$ cat src/rtl/hz_pkg.sv
package hz_pkg;
  localparam int REG_W = 5;
  localparam int NSRC  = 2;

  typedef logic [REG_W-1:0] reg_idx_t;

  typedef struct packed {
    logic     valid;
    logic     wcc;
    logic     load;
    reg_idx_t rd;
  } stage_desc_t;
endpackage

$ cat src/rtl/hz_stage_track.sv
module hz_stage_track
  import hz_pkg::*;
(
  input  logic        clk_i,
  input  logic        rst_ni,
  input  logic        hold_i,
  input  logic        stall_i,
  input  stage_desc_t dec_i,
  output stage_desc_t ex_o,
  output stage_desc_t mem_o
);
  stage_desc_t ex_q, mem_q;

  always_ff @(posedge clk_i or negedge rst_ni) begin
    if (!rst_ni) begin
      ex_q  <= '0;
      mem_q <= '0;
    end else if (!hold_i) begin
      mem_q <= ex_q;
      // stall: decode keeps its instruction, execute gets a bubble
      ex_q  <= (stall_i || !dec_i.valid) ? '0 : dec_i;
    end
  end

  assign ex_o  = ex_q;
  assign mem_o = mem_q;
endmodule

$ cat src/rtl/hz_cc_interlock.sv
module hz_cc_interlock #(
  parameter bit PREDICT_EN = 1'b1
) (
  input  logic bcc_i,
  input  logic pred_taken_i,
  input  logic ex_wcc_i,
  input  logic mem_wcc_i,
  output logic stall_o
);
  logic hidden;

  generate
    if (PREDICT_EN) begin : g_pred
      assign hidden = pred_taken_i;
    end else begin : g_nopred
      logic unused_pred;
      assign unused_pred = pred_taken_i;
      assign hidden = 1'b0;
    end
  endgenerate

  assign stall_o = bcc_i && !hidden && (ex_wcc_i || mem_wcc_i);
endmodule

$ cat src/rtl/hz_load_use.sv
module hz_load_use
  import hz_pkg::*;
(
  input  logic                ex_valid_i,
  input  logic                ex_load_i,
  input  reg_idx_t            ex_rd_i,
  input  reg_idx_t [NSRC-1:0] src_i,
  input  logic     [NSRC-1:0] use_i,
  output logic                stall_o
);
  logic [NSRC-1:0] hit;

  generate
    for (genvar i = 0; i < NSRC; i++) begin : g_src
      assign hit[i] = use_i[i] && (src_i[i] == ex_rd_i);
    end
  endgenerate

  // r0 is hardwired, never a dependency
  assign stall_o = ex_valid_i && ex_load_i && (ex_rd_i != '0) && (|hit);
endmodule

$ cat src/rtl/hz_stall_ctrl.sv
module hz_stall_ctrl
  import hz_pkg::*;
#(
  parameter bit PREDICT_EN = 1'b1
) (
  input  logic                  clk_i,
  input  logic                  rst_ni,
  input  logic                  dec_valid_i,
  input  logic                  dec_wcc_i,
  input  logic                  dec_load_i,
  input  logic                  dec_bcc_i,
  input  logic                  dec_pred_taken_i,
  input  logic [hz_pkg::REG_W-1:0] dec_rd_i,
  input  logic [hz_pkg::REG_W-1:0] dec_rs1_i,
  input  logic                  dec_rs1_use_i,
  input  logic [hz_pkg::REG_W-1:0] dec_rs2_i,
  input  logic                  dec_rs2_use_i,
  input  logic                  sb_busy_i,
  output logic                  stall_o,
  output logic                  hold_o
);
  stage_desc_t dec_d, ex_q, mem_q;
  logic cc_stall, lu_stall, stall;
  reg_idx_t [NSRC-1:0] srcs;
  logic     [NSRC-1:0] uses;

  assign dec_d = '{valid: dec_valid_i, wcc: dec_wcc_i, load: dec_load_i, rd: dec_rd_i};
  assign srcs  = {dec_rs2_i, dec_rs1_i};
  assign uses  = {dec_rs2_use_i, dec_rs1_use_i};

  hz_stage_track u_track (
    .clk_i   (clk_i),
    .rst_ni  (rst_ni),
    .hold_i  (sb_busy_i),
    .stall_i (stall),
    .dec_i   (dec_d),
    .ex_o    (ex_q),
    .mem_o   (mem_q)
  );

  hz_cc_interlock #(.PREDICT_EN(PREDICT_EN)) u_cc (
    .bcc_i        (dec_bcc_i),
    .pred_taken_i (dec_pred_taken_i),
    .ex_wcc_i     (ex_q.valid && ex_q.wcc),
    .mem_wcc_i    (mem_q.valid && mem_q.wcc),
    .stall_o      (cc_stall)
  );

  hz_load_use u_lu (
    .ex_valid_i (ex_q.valid),
    .ex_load_i  (ex_q.load),
    .ex_rd_i    (ex_q.rd),
    .src_i      (srcs),
    .use_i      (uses),
    .stall_o    (lu_stall)
  );

  assign stall   = dec_valid_i && (cc_stall || lu_stall);
  assign stall_o = stall;
  assign hold_o  = sb_busy_i;
endmodule

$ cat config.mk
export PLATFORM = sky130hd
export DESIGN_NAME = hz_stall_ctrl
export DESIGN_NICKNAME = d
export VERILOG_FILES = /design/src/rtl/hz_pkg.sv /design/src/rtl/hz_stage_track.sv /design/src/rtl/hz_cc_interlock.sv /design/src/rtl/hz_load_use.sv /design/src/rtl/hz_stall_ctrl.sv
export SDC_FILE = /design/constraint.sdc
export NUM_CORES = 1
export LEC_CHECK = 0
export ABC_AREA = 1
export BUFFER_PORTS_ARGS = -buffer_cell sky130_fd_sc_hd__buf_2
export CAP_MARGIN = 20
export CORE_UTILIZATION = 46
export DETAILED_ROUTE_END_ITERATION = 12
export PLACE_DENSITY = 0.8
export SKIP_LAST_GASP = 1
export SLEW_MARGIN = 20
export SYNTH_ARGS = -nofsm -noshare
export SYNTH_HDL_FRONTEND = slang
export SYNTH_SLANG_ARGS = --single-unit
$ cat constraint.sdc
create_clock -name clk_i -period 1.5 [get_ports clk_i]
set_input_delay 0.225 -clock clk_i [delete_from_list [all_inputs] [get_ports clk_i]]
set_output_delay 0.225 -clock clk_i [all_outputs]
set_load 0.01 [all_outputs]
==> key figures <==
Place
  – Post-detail-place hpwl: 1.20 mm
  – Port Buf Inserts: 26
  – Placed Instance Area: 813 um^2
  – Gpl congestion: 0.784

Layout
  – Most frequent cells in the layout: 47 x nand2_1, 26 x buf_2, 13 x inv_1
  – Nets: 165
  – Most common cell after layout, fill and taps aside: nand2_1
  – Register Area: 253 um^2
  – Filler Cell Count: 122
  – Ant diodes: 0
  – Layout cells sized above 1: 33.8%
  – Design Area, Final: 887 um^2
  – Area grow syn2layout: 32.8%
  – Area of the multi-input gates: 342 um^2

STA
  – Final setup fails: 1
  – RSZ-0062 raised after global routing: yes
  – Fin. Hold Viols: 0
  – Worst-Margin Slew: 0.481 ns
  – Worst Skew: 0.000756 ns
  – Final period utilization: 110%
  – Final WS setup: -0.148 ns
  – F_max: 607 MHz
  – Worst slew margin: 67.8%
  – Tmin final: 1.65 ns
  – Final slew viol count: 0
  – Fin Hold WS: 0.206 ns

Synthesis
  – Area leader, netlist: dfrtp_1
  – Seq/Total Area, Yosys: 37.5%
  – Syn_nets: 131
  – Yosys cell types: 15
  – Mean Syn Cell Area: 6.30 um^2
  – YS warnings: 0
  – Synth area leaders: dfrtp_1 37%, nand2_1 26%, inv_1 8.4%
  – Post-synth top area share: 37.5%
  – Mapped Area: 668 um^2
  – FF+latch count, synth: 10
  – Cells after Synth: 106

Setup path
  – R2r setup slk: 0.17 ns
  – Slowest CP cell: dfrtp_2
  – WS Path Type: reg2out
  – CP max FO: 6
  – Delay of the slowest critical-path stage: 0.44 ns
  – Setup crit start kind: register
  – CP arrival: 1.42 ns
  – Buf/Inv on CP: 1
  – Most used cell, CP: nand2_1
  – CP Cell Sequence: nand2_1, nand2_1, nor2_1, nand3_1, nand2_2, nand2_4, a21oi_2, buf_2
  – Crit. End Element: output port
  – CP top delay family: simple AND/OR/NAND/NOR gates
  – Crit path required time: 1.27 ns

Routing
  – WL final: 1.56 mm
  – WL per Instance: 10.1 um
  – Post-route ant nets: 0
  – Drt first pass iters: 4
  – Vias per Instance: 4.95
  – DRC viols: 0
  – First-iteration detailed-routing DRC count: 11
  – Vias: 762

GRT
  – Pin count of the biggest net entering global routing: 15
  – First-pass GRT wire length: 2.30 mm
  – Antenna violations before repair: 0
  – Global Route Usage Sum: 21.6%
  – Vias in the first global route: 619
  – Congestion Overflow GR: 0

Clocking
  – CTS tree: done
  – Skew-Pair Late Insertion Delay: 0.26 ns
  – Longest Clk Path Bufs: 2
  – Clk slew on worst S/H paths: 0.07 ns
  – Number of buffers created by CTS: 3
  – CTS sink count: 10
  – CTS H-tree lvls: 1
  – Root buf cell: clkbuf_4

Outcome
  – Status: finished with violations
  – Failing checks: setup timing

Power and ir drop
  – Leak: 0.563 nW
  – Peak VDD IR: 0.506 mV
  – PwrDens: 798 nW/um^2

Flow run
  – Max-capacitance violation count: 0

Floorplan
  – Row Count: 13
  – Core area: 1330 um^2
  – Initial Util: 50.1%
  – Die Ht: 40.1 um
  – I/O pins: 27
  – Die area: 1610 um^2
  – Die width: 40.1 um

Hold path
  – Hold WC Path Type: in2reg
## metrics by stage
stage | util [%] | instances | worst slack, ns | setup TNS, ns | total power [W]
floorplan | - | 106 | 0.261 | 0 | 0.000402
global placement | 61.0 | 146 | 0.111 | 0 | 0.000458
detailed placement | 61.0 | 146 | 0.0910 | 0 | 0.000464
CTS | 66.1 | 154 | -0.167 | -0.167 | 0.000712
global route | 66.5 | 154 | -0.239 | -0.239 | 0.000750
finish | 66.5 | 154 | -0.148 | -0.148 | 0.000708
## sequential cells by signal, summed over array words and instances, names as in the netlist
| name | count |
|---|---|
| u_track.ex_o | 8 |
| u_track.mem_o | 2 |
## power by group
group / switching (W) / leakage [nW] / total (W) / internal, W
logic: 0.0000855 / 0.415 / 0.000156 / 0.0000703
registers: 0.0000215 / 0.127 / 0.000316 / 0.000294
clock network: 0.0000895 / 0.0210 / 0.000237 / 0.000147
total: 0.000196 / 0.563 / 0.000708 / 0.000512
## path summary, 6_finish.rpt
path,startpoint,to,cells past startpoint
max,u_track.ex_o[0],stall_o,8
min,dec_load_i,u_track.ex_o[5],3
max reg2reg,u_track.ex_o[0],u_track.ex_o[4],9
min reg2reg,u_track.ex_o[6],u_track.ex_o[6],2
max in group asynchronous,rst_ni,u_track.ex_o[0],2
min in group asynchronous,rst_ni,u_track.ex_o[5],2
## cells in the mapped netlist, drive strengths merged
| library cell | n |
|---|---|
| nand3 | 4 |
| nor2 | 10 |
| nand3b | 1 |
| dfrtp | 10 |
| nand2 | 49 |
| inv | 18 |
| buf | 1 |
| o21ai | 3 |
| clkbuf | 1 |
| a21oi | 1 |
| nand4 | 8 |
## routing by layer
layer	part of all wire [%]	up-vias	track usage, %
li1	-	392	-
met1	44	339	26.5
met2	50	29	36.3
met3	5.6	2	1.67
met4	0.77	0	13.8
met5	0	-	0
## final cells by class
| cell class | count | area share, % |
|---|---|---|
| multi-input cells | 76 | 38.5 |
| flip-flops and latches | 10 | 28.5 |
| repair buffers | 31 | 19.2 |
| inverters | 18 | 7.62 |
| clock buffers | 4 | 4.09 |
| well taps | 15 | 2.12 |
## what timing repair did
item,4_1_cts,5_1_grt
setup endpoints to repair,1,1
endpoints found under the hold margin,10,0
pin swaps,6,5
setup buffers,3,0
gates resized for setup,0,5
hold buffers,1,0
## worst min-delay path, stage by stage
cell and delay, ns:
buf_2 0.08, nand4_1 0.07, nand2_1 0.06
## kinds of logic after synthesis
logic type	count (synthesis)	share of synthesized area, %
AOI/OAI and AO/OA	4	3.56
and+or+nand+nor	72	47.2
buffers and inverters	20	11.8
DFF	10	37.5
Power figures use the tool's default switching activity.
